$ cat config.mk
export PLATFORM = sky130hd
export DESIGN_NAME = rank_ilv_decoder
export DESIGN_NICKNAME = d
export VERILOG_FILES = /design/src/rtl/rid_pkg.sv /design/src/rtl/rid_rule_match.sv /design/src/rtl/rid_ilv_classify.sv /design/src/rtl/rid_raddr_calc.sv /design/src/rtl/rank_ilv_decoder.sv
export SDC_FILE = /design/constraint.sdc
export NUM_CORES = 1
export LEC_CHECK = 0
export BUFFER_PORTS_ARGS = -buffer_cell sky130_fd_sc_hd__buf_2
export CAP_MARGIN = 20
export CORE_MARGIN = 8
export CORE_UTILIZATION = 25
export DETAILED_ROUTE_END_ITERATION = 12
export PLACE_DENSITY = 0.55
export REMOVE_ABC_BUFFERS = 1
export SYNTH_ARGS = -nofsm -noshare
export SYNTH_HDL_FRONTEND = slang
export SYNTH_SLANG_ARGS = --single-unit
$ cat constraint.sdc
create_clock -name clk -period 1.2 [get_ports clk]
set_clock_uncertainty 0.05 [all_clocks]
set_input_delay 0.06 -clock clk [delete_from_list [all_inputs] [get_ports clk]]
set_output_delay 0.06 -clock clk [all_outputs]
set_load 0.01 [all_outputs]
$ cat src/rtl/rid_pkg.sv
package rid_pkg;
   localparam int WAYS           = 4;
   localparam int CLOSED_WAY_LSB = 6;
   localparam int OPEN_WAY_LSB   = 12;

   // encoded value equals the right shift applied for the factor
   typedef enum logic [1:0] {
      IL_ONE  = 2'd0,
      IL_TWO  = 2'd1,
      IL_FOUR = 2'd2
   } il_e;
endpackage

$ cat src/rtl/rid_rule_match.sv
module rid_rule_match #(
   parameter int ADDR_W    = 37,
   parameter int NUM_RULES = 4,
   localparam int IDX_W    = (NUM_RULES > 1) ? $clog2(NUM_RULES) : 1
) (
   input  logic [ADDR_W-1:0]           caddr,
   input  logic [NUM_RULES*ADDR_W-1:0] limits,
   output logic                        hit,
   output logic [IDX_W-1:0]            idx
);
   logic [ADDR_W-1:0] lo;

   always_comb begin
      hit = 1'b0;
      idx = '0;
      lo  = '0;
      for (int r = 0; r < NUM_RULES; r++) begin
         if (!hit && caddr >= lo && caddr < limits[r*ADDR_W +: ADDR_W]) begin
            hit = 1'b1;
            idx = IDX_W'(r);
         end
         lo = limits[r*ADDR_W +: ADDR_W];
      end
   end
endmodule

$ cat src/rtl/rid_ilv_classify.sv
module rid_ilv_classify
   import rid_pkg::*;
#(
   parameter int RANK_W = 4
) (
   input  logic [WAYS*RANK_W-1:0] ranks,
   output il_e                    il
);
   logic [WAYS-2:0] same;

   for (genvar w = 1; w < WAYS; w++) begin : g_cmp
      assign same[w-1] = (ranks[w*RANK_W +: RANK_W] == ranks[0 +: RANK_W]);
   end

   always_comb begin
      if (&same)      il = IL_ONE;
      else if (|same) il = IL_TWO;
      else            il = IL_FOUR;
   end
endmodule

$ cat src/rtl/rid_raddr_calc.sv
module rid_raddr_calc
   import rid_pkg::*;
#(
   parameter int ADDR_W      = 37,
   parameter int OFF_W       = 12,
   parameter int VRANK_SHIFT = 16
) (
   input  logic [ADDR_W-1:0] caddr,
   input  logic [OFF_W-1:0]  offset,
   input  il_e               il,
   input  logic              closed_page,
   output logic [ADDR_W-1:0] raddr
);
   localparam logic [ADDR_W-1:0] KEEP_CLOSED = {{(ADDR_W-CLOSED_WAY_LSB){1'b0}}, {CLOSED_WAY_LSB{1'b1}}};
   localparam logic [ADDR_W-1:0] KEEP_OPEN   = {{(ADDR_W-OPEN_WAY_LSB){1'b0}}, {OPEN_WAY_LSB{1'b1}}};

   logic [ADDR_W-1:0] off_ext, sum, quot, keep;
   logic [1:0]        shamt;

   assign off_ext = {{(ADDR_W-OFF_W){offset[OFF_W-1]}}, offset} << VRANK_SHIFT;
   assign sum     = caddr + off_ext;
   assign shamt   = il;
   assign quot    = sum >> shamt;
   assign keep    = closed_page ? KEEP_CLOSED : KEEP_OPEN;
   assign raddr   = (quot & ~keep) | (caddr & keep);
endmodule

$ cat src/rtl/rank_ilv_decoder.sv
module rank_ilv_decoder
   import rid_pkg::*;
#(
   parameter int ADDR_W      = 37,
   parameter int NUM_RULES   = 4,
   parameter int RANK_W      = 4,
   parameter int OFF_W       = 12,
   parameter int VRANK_SHIFT = 16,
   localparam int DIMM_W     = RANK_W - 2,
   localparam int IDX_W      = (NUM_RULES > 1) ? $clog2(NUM_RULES) : 1
) (
   input  logic                             clk,
   input  logic                             rst_n,
   input  logic                             in_valid,
   input  logic [ADDR_W-1:0]                in_caddr,
   input  logic                             closed_page,
   input  logic [NUM_RULES*ADDR_W-1:0]      rule_limit,
   input  logic [NUM_RULES*WAYS*RANK_W-1:0] way_rank,
   input  logic [NUM_RULES*WAYS*OFF_W-1:0]  way_offset,
   output logic                             out_valid,
   output logic                             out_hit,
   output logic [RANK_W-1:0]                out_rank,
   output logic [DIMM_W-1:0]                out_dimm,
   output logic [ADDR_W-1:0]                out_raddr
);
   // elaboration-time parameter checks
   if (ADDR_W < OPEN_WAY_LSB + 2) begin : g_bad_addr
      $error("ADDR_W too small for open-page way bits");
   end
   if (OFF_W >= ADDR_W) begin : g_bad_off
      $error("OFF_W must be narrower than ADDR_W");
   end
   if (VRANK_SHIFT >= ADDR_W) begin : g_bad_vrank
      $error("VRANK_SHIFT must be below ADDR_W");
   end
   if (RANK_W < 3) begin : g_bad_rank
      $error("RANK_W must leave at least one DIMM bit");
   end
   if (NUM_RULES < 1) begin : g_bad_rules
      $error("NUM_RULES must be at least one");
   end

   logic             hit;
   logic [IDX_W-1:0] idx;
   logic [1:0]       way;
   il_e              il_r [NUM_RULES];
   il_e              sel_il;
   logic [RANK_W-1:0] sel_rank;
   logic [OFF_W-1:0]  sel_off;
   logic [ADDR_W-1:0] raddr;

   rid_rule_match #(.ADDR_W(ADDR_W), .NUM_RULES(NUM_RULES)) u_match (
      .caddr (in_caddr),
      .limits(rule_limit),
      .hit   (hit),
      .idx   (idx)
   );

   for (genvar r = 0; r < NUM_RULES; r++) begin : g_rule
      rid_ilv_classify #(.RANK_W(RANK_W)) u_cls (
         .ranks(way_rank[r*WAYS*RANK_W +: WAYS*RANK_W]),
         .il   (il_r[r])
      );
   end

   assign way = closed_page ? in_caddr[CLOSED_WAY_LSB +: 2] : in_caddr[OPEN_WAY_LSB +: 2];

   always_comb begin
      sel_il   = IL_ONE;
      sel_rank = '0;
      sel_off  = '0;
      for (int r = 0; r < NUM_RULES; r++) begin
         if (idx == IDX_W'(r)) begin
            sel_il = il_r[r];
            for (int w = 0; w < WAYS; w++) begin
               if (way == 2'(w)) begin
                  sel_rank = way_rank[(r*WAYS+w)*RANK_W +: RANK_W];
                  sel_off  = way_offset[(r*WAYS+w)*OFF_W +: OFF_W];
               end
            end
         end
      end
   end

   rid_raddr_calc #(.ADDR_W(ADDR_W), .OFF_W(OFF_W), .VRANK_SHIFT(VRANK_SHIFT)) u_calc (
      .caddr      (in_caddr),
      .offset     (sel_off),
      .il         (sel_il),
      .closed_page(closed_page),
      .raddr      (raddr)
   );

   always_ff @(posedge clk or negedge rst_n) begin
      if (!rst_n) begin
         out_valid <= 1'b0;
         out_hit   <= 1'b0;
         out_rank  <= '1;
         out_dimm  <= '1;
         out_raddr <= '1;
      end else begin
         out_valid <= in_valid;
         if (in_valid) begin
            out_hit   <= hit;
            out_rank  <= hit ? sel_rank : '1;
            out_dimm  <= hit ? sel_rank[RANK_W-1:2] : '1;
            out_raddr <= hit ? raddr : '1;
         end
      end
   end
endmodule

==> metrics.cfg, run 1 <==
[power]
power_density_nw_per_um2=979.8
p_leak_nw=8.023
ir_worst_vdd_v=0.0008050
fin_total_pwr_mw=16.04

[worst_setup_path]
slowest_stage=or3b_4
worstSetupPathType=input port to flip-flop
end_kind=flip-flop
cp.arrival_ns=4.98
cp_max_fo=5
crit_required_ns=1.36
critPathMaxStageDelay_ns=0.41
critPathLaunchType=input port

[clock_tree]
clk_pin_slew_worst_paths_ns=0.07
clockBufferDepth=2
clock_latency_ns=0.29
cts_num_sinks=43
cts_root_buffer=clkbuf_16
cts_buffers=5
h-tree-depth=2
cts_tree=done

[floorplan]
num_io_pins=490
die-area_um2=43360
die_h_um=208.2
dieWidth_um=208.2
core_area_um2=36520
rows=70
start_util_pct=25.30

[timing]
fin_crit_ns=4.814
setup_ws_ns=-3.614
grt_setup_unrepaired=yes
hold_ws_ns=0.1285
setup_viol=42
tns_ns=-106.54
tightest_slew_ns=0.5521
hold_viol=0
fmax_ghz=0.2077
finalCritPeriodShare_pct=401.2
drv_slew=0
max_slew_margin_pct=62.80

[grt]
grt_pass1_wl_mm=73.89
antenna_found_initial=23
grt_max_degree=44
grt_pass1_vias=12590
grt.total_usage_pct=21.88
overflow=0

[logic_synthesis]
synthTopCellsByArea=ha_1 (22%), mux4_2 (16%), dfstp_2 (12%), inv_1 (6.4%), xor2_1 (5.1%)
synth_area_per_cell_um2=8.791
ys_ff_latch=43
netlist_area_um2=9239
yosysWarningCount=0
synth_top_area_share_pct=22.48
syn_inst=1051
ys.flop_type=dfstp_2
yosysTopAreaCell=ha_1
async_flop_share_pct=100.0
ys_types=75
yosysSeqAreaShare_pct=12.20
synth_edf_count=0

[detailed_routing]
wire_per_inst_um=22.16
drc=0
routed_wl_mm=50.03
via_per_inst=5.024
vias=11350
final_antenna_net_count=0
drt_iter0_drc=488
drt_first_pass_iters=5

[placed_design]
place_worst_setup_slack_ns=-4.468
portBuffers=489
routabilityCongestion=0.9190
place_area_um2=13930
dp.cells=2196
dp_hpwl_mm=43.29

[finish]
area_growth_pct=77.21
utilization_pct=44.83
final_nets=2389
drive_gt1_share_pct=61.08
n_fill_cell=3542
fin_area_um2=16370
instances_no_fill=2258

[run_status]
violations=negative setup slack
status=finished, violations left

[worst_hold_path]
hold_class=input port to flip-flop

[job]
drv_cap=0

[kinds of logic (layout without fill, tap and decap cells)]
| kind of cell | Yosys count | after routing | share of synthesized area, % |
|---|---|---|---|
| mux | 93 | 93 | 19.03 |
| xor+xnor | 66 | 66 | 6.338 |
| compound gates | 249 | 249 | 18.82 |
| flops | 43 | 43 | 12.20 |
| buf+inv | 194 | 920 | 8.302 |
| simple gates | 239 | 240 | 12.61 |
| fa+ha+maj | 167 | 167 | 22.70 |
| other cells | 0 | 12 | 0 |
[cell usage in the layout, fill, tap and decap left out, types with 13 or more instances in the layout]
cell type	synthesis	final
nand2_1	68	59
o21ai_0	32	17
buf_6	3	45
nor3_1	14	13
a21o_1	15	15
nand3_1	22	19
mux4_2	66	66
inv_2	0	14
a31oi_1	16	13
buf_2	4	469
xor2_1	54	48
ha_4	0	43
a21oi_2	1	14
buf_4	3	217
nor2_1	63	54
dfstp_2	41	41
a221oi_2	2	22
ha_1	166	122
a21oi_1	70	52
nand4_1	20	20
inv_1	158	143
[area by class of cell]
type	instances	area, µm²	area share [%]
clock buffer	6	138.9	0.8483
timing repair buffer	754	4891	29.87
multi-input combinational	815	8987	54.89
tap	468	585.6	3.577
sequential	43	1127	6.886
inverter	158	595.6	3.638
clock inverter	2	16.27	0.09935
antenna	12	30.03	0.1834
[repair_timing]
item | 4_1_cts | 5_1_grt
setup buffers | 33 | 21
resized for setup | 265 | 91
endpoints found under the setup margin | 42 | 42
gates cloned | 2 | 0
endpoints found under the hold margin | 43 | 0
hold buffers | 1 | 0
pin swaps | 89 | 79
[where the power goes]
| group | total (mW) | switching [mW] | leakage (nW) | internal (mW) |
|---|---|---|---|---|
| sequential | 2.58 | 0.313 | 0.454 | 2.26 |
| combinational | 12.0 | 5.95 | 7.50 | 6.05 |
| clock | 1.46 | 0.623 | 0.0731 | 0.833 |
[Yosys cell counts, drive strengths merged (6+ instances only)]
master,instances
nand2b,7
mux2i,26
xor2,54
nand3,22
a21oi,71
nor2,63
nor4,15
a22o,7
xnor2,12
o21ai,35
nand4,20
a31oi,17
mux4,66
a221oi,26
a22oi,14
a21o,15
nor3,17
o21a,9
o211ai,6
clkbuf,22
buf,14
dfstp,41
nand2,68
a211oi,6
ha,166
inv,158
[registers in the layout, indices dropped and copies added (netlist names)]
name and flops:
out_rank 4, out_valid 1, out_hit 1, out_raddr 37
[worst paths after layout]
check / slack (ns) / to / from / depth (start not counted)
max: -3.61 / out_raddr[34] / in_caddr[24] / 25
min: 0.13 / out_raddr[4] / in_caddr[4] / 3
max reg2reg: 0.20 / out_raddr[35] / out_raddr[35] / 4
min reg2reg: 0.44 / out_raddr[7] / out_raddr[7] / 2
max in group asynchronous: 0.58 / out_raddr[16] / rst_n / 3
min in group asynchronous: 0.22 / out_hit / rst_n / 3
[critical path: cells and delay by family]
family / cells / cell delay, ns
adder cells (fa/ha/maj): 3 / 0.86
AO/OA/AOI/OAI: 11 / 2.12
XOR/XNOR: 1 / 0.17
AND/OR/NAND/NOR: 6 / 1.28
buffers and inverters: 4 / 0.49
[routing by layer]
layer / wire (µm) / up-vias / GRT usage [%]
li1: - / 5379 / -
met1: 18860 / 5480 / 23.20
met2: 27490 / 413 / 44.01
met3: 2480 / 69 / 3.818
met4: 1177 / 4 / 4.650
met5: 23 / - / 0
No activity file was read; power rests on OpenSTA's default activity.
==> inputs of run 2 (changes only) <==
Settings changed: BUFFER_PORTS_ARGS -buffer_cell sky130_fd_sc_hd__buf_2 to -buffer_cell sky130_fd_sc_hd__buf_4, CTS_CLUSTER_DIAMETER set to 100.
==> metrics.cfg, run 2 (same netlist as run 1, synthesis figures left out) <==
[floorplan]
core_area_um2=36520  ; unchanged
num_io_pins=490  ; unchanged
dieWidth_um=208.2  ; unchanged
die_h_um=208.2  ; unchanged
start_util_pct=25.30  ; unchanged
die-area_um2=43360  ; unchanged
rows=70  ; unchanged

[worst_setup_path]
cp_max_fo=4  ; -1
end_kind=flip-flop
crit_required_ns=1.35  ; about the same
cp.arrival_ns=5.06  ; +0.08 ns
worstSetupPathType=input port to flip-flop
critPathLaunchType=input port

[detailed_routing]
drt_iter0_drc=495  ; +1.4%
routed_wl_mm=50.69  ; +1.3%
drc=0  ; unchanged
wire_per_inst_um=22.49  ; +1.5%
vias=11300  ; -0.39%
final_antenna_net_count=0  ; unchanged
drt_first_pass_iters=5  ; unchanged
via_per_inst=5.014  ; -0.21%

[power]
pwr-share-clk_pct=10.0  ; +0.9 points
power_density_nw_per_um2=957.9  ; -2.2%
power.switching_mw=6.619  ; -3.9%
ir_worst_vdd_v=0.0007104  ; -12%
swShare_pct=40.63  ; -2.3 points
fin_total_pwr_mw=16.29  ; +1.5%
combPwrFrac_pct=73.9  ; -1.0 points
internal_power_mw=9.671  ; +5.7%
p_leak_nw=8.350  ; +4.1%
p_seq_share_pct=16.0  ; about the same

[finish]
reg.largest.list=out_raddr x37, out_rank x4
final_common_cell=buf_4
area_growth_pct=84.06
largest_reg_flops=37  ; unchanged
drive_gt1_share_pct=58.36  ; -2.7 points
final_nets=2388  ; -0.042%
top_register=out_raddr
final_cell_mix=buf_4 (709), inv_1 (149), ha_1 (132)

[clock_tree]
cts_tree=done
clk_pin_slew_worst_paths_ns=0.07  ; about the same
clockBufferDepth=2  ; unchanged
cts_buffers=5  ; unchanged
clock_latency_ns=0.29  ; about the same
cts_num_sinks=43  ; unchanged
h-tree-depth=2  ; unchanged
cts_root_buffer=clkbuf_16

[placed_design]
portBuffers=489  ; unchanged
dp_hpwl_mm=44.32  ; +2.4%
routabilityCongestion=0.9532  ; +3.7%

[run_status]
status=finished, violations left
violations=negative setup slack

[timing]
tightest_slew_ns=0.5654  ; +0.01331 ns
hold_ws_ns=0.06401  ; -0.06449 ns
finalCritPeriodShare_pct=409.0  ; +7.8 points
tns_ns=-111.09  ; -4.552 ns
grt_setup_unrepaired=yes
fmax_ghz=0.2038  ; -1.9%
drv_slew=0  ; unchanged
setup_ws_ns=-3.708  ; -0.09368 ns
hold_viol=0  ; unchanged
max_slew_margin_pct=62.30  ; -0.50 points
fin_crit_ns=4.908  ; +0.09368 ns
setup_viol=42  ; unchanged

[grt]
grt.total_usage_pct=22.13  ; +0.25 points
grt_max_degree=44  ; unchanged
overflow=0  ; unchanged
grt_pass1_vias=12470  ; -0.99%
antenna_found_initial=9  ; -61%
grt_pass1_wl_mm=73.77  ; -0.17%

[job]
drv_cap=0  ; unchanged

[worst_hold_path]
hold_class=input port to flip-flop

## run 2: cell count changes in the layout (fill, tap and decap cells not counted), sizes merged
cell / before / now
diode: 12 / 9
clkinvlp: 1 / 0
buf: 753 / 751
inv: 158 / 159
bufinv: 0 / 1
## run 2: through the flow
step | setup slack, ns | instances | util (%) | area (µm²)
global placement | -4.343 | 2184 | 41.18 | 15040
finish | -3.708 | 2254 | 46.56 | 17010
global route | -3.952 | 2251 | 46.54 | 17000
detailed placement | -4.401 | 2184 | 41.18 | 15040
CTS | -3.735 | 2222 | 44.77 | 16350
floorplan | -8.200 | 1015 | - | 9065
## run 2: worst max-delay path, stage by stage
cell       delay [ns]
buf_8            0.10
ha_4             0.25
and4_1           0.22
or3b_4           0.42
a2111oi_4        0.19
nand2_1          0.10
o211ai_2         0.26
or3b_4           0.43
nor3_4           0.20
a22oi_2          0.08
nand3_2          0.12
ha_4             0.15
inv_2            0.04
fa_2             0.42
nor2b_4          0.14
o2111ai_2        0.13
nand4b_1         0.20
a31oi_4          0.13
a2111oi_4        0.31
buf_4            0.16
o21a_1           0.12
o21a_1           0.14
nor2_2           0.04
xnor2_1          0.17
mux2i_1          0.14
a221oi_1         0.31
## run 2: worst paths after layout
kind / from / to / slack, ns / depth (start not counted)
max: in_caddr[28] / out_raddr[32] / -3.71 / 26
min: in_valid / out_raddr[27] / 0.06 / 3
max reg2reg: out_raddr[35] / out_raddr[35] / 0.14 / 4
min reg2reg: out_rank[0] / out_rank[0] / 0.44 / 2
max in group asynchronous: rst_n / out_rank[1] / 0.45 / 2
min in group asynchronous: rst_n / out_hit / 0.25 / 2
## run 2: area by class of cell
type	instances	area [µm²]
Fill cell	3472	19520
Clock inverter	3	47.55
Antenna cell	9	22.52
Multi-Input combinational cell	815	8563
Timing Repair Buffer	753	5933
Tap cell	468	585.6
Clock buffer	5	125.1
Sequential cell	43	1127
Inverter	158	600.6
## run 2: timing repair
action | 4_1_cts | 5_1_grt
buffers inserted | 29 | 25
resized for setup | 160 | 79
hold buffers | 1 | 0
cloned | 2 | 1
pin swaps | 48 | 36
setup endpoints to repair | 42 | 42
endpoints found under the hold margin | 2 | 0
## run 2: power groups by stage
stage	combinational, mW	sequential [mW]	clock, mW
floorplan	4.42	2.78	0
global placement	9.58	2.64	0
detailed placement	9.69	2.64	0
CTS	11.2	2.62	1.67
global route	12.9	2.67	1.72
finish	12.0	2.61	1.64
## run 2: routing by layer
| metal | wire [µm] | GRT usage, % | up-vias |
|---|---|---|---|
| met5 | 0 | 0 | - |
| met2 | 26950 | 41.94 | 431 |
| met4 | 1707 | 8.492 | 0 |
| li1 | - | - | 5370 |
| met1 | 19080 | 23.57 | 5427 |
| met3 | 2952 | 4.795 | 73 |
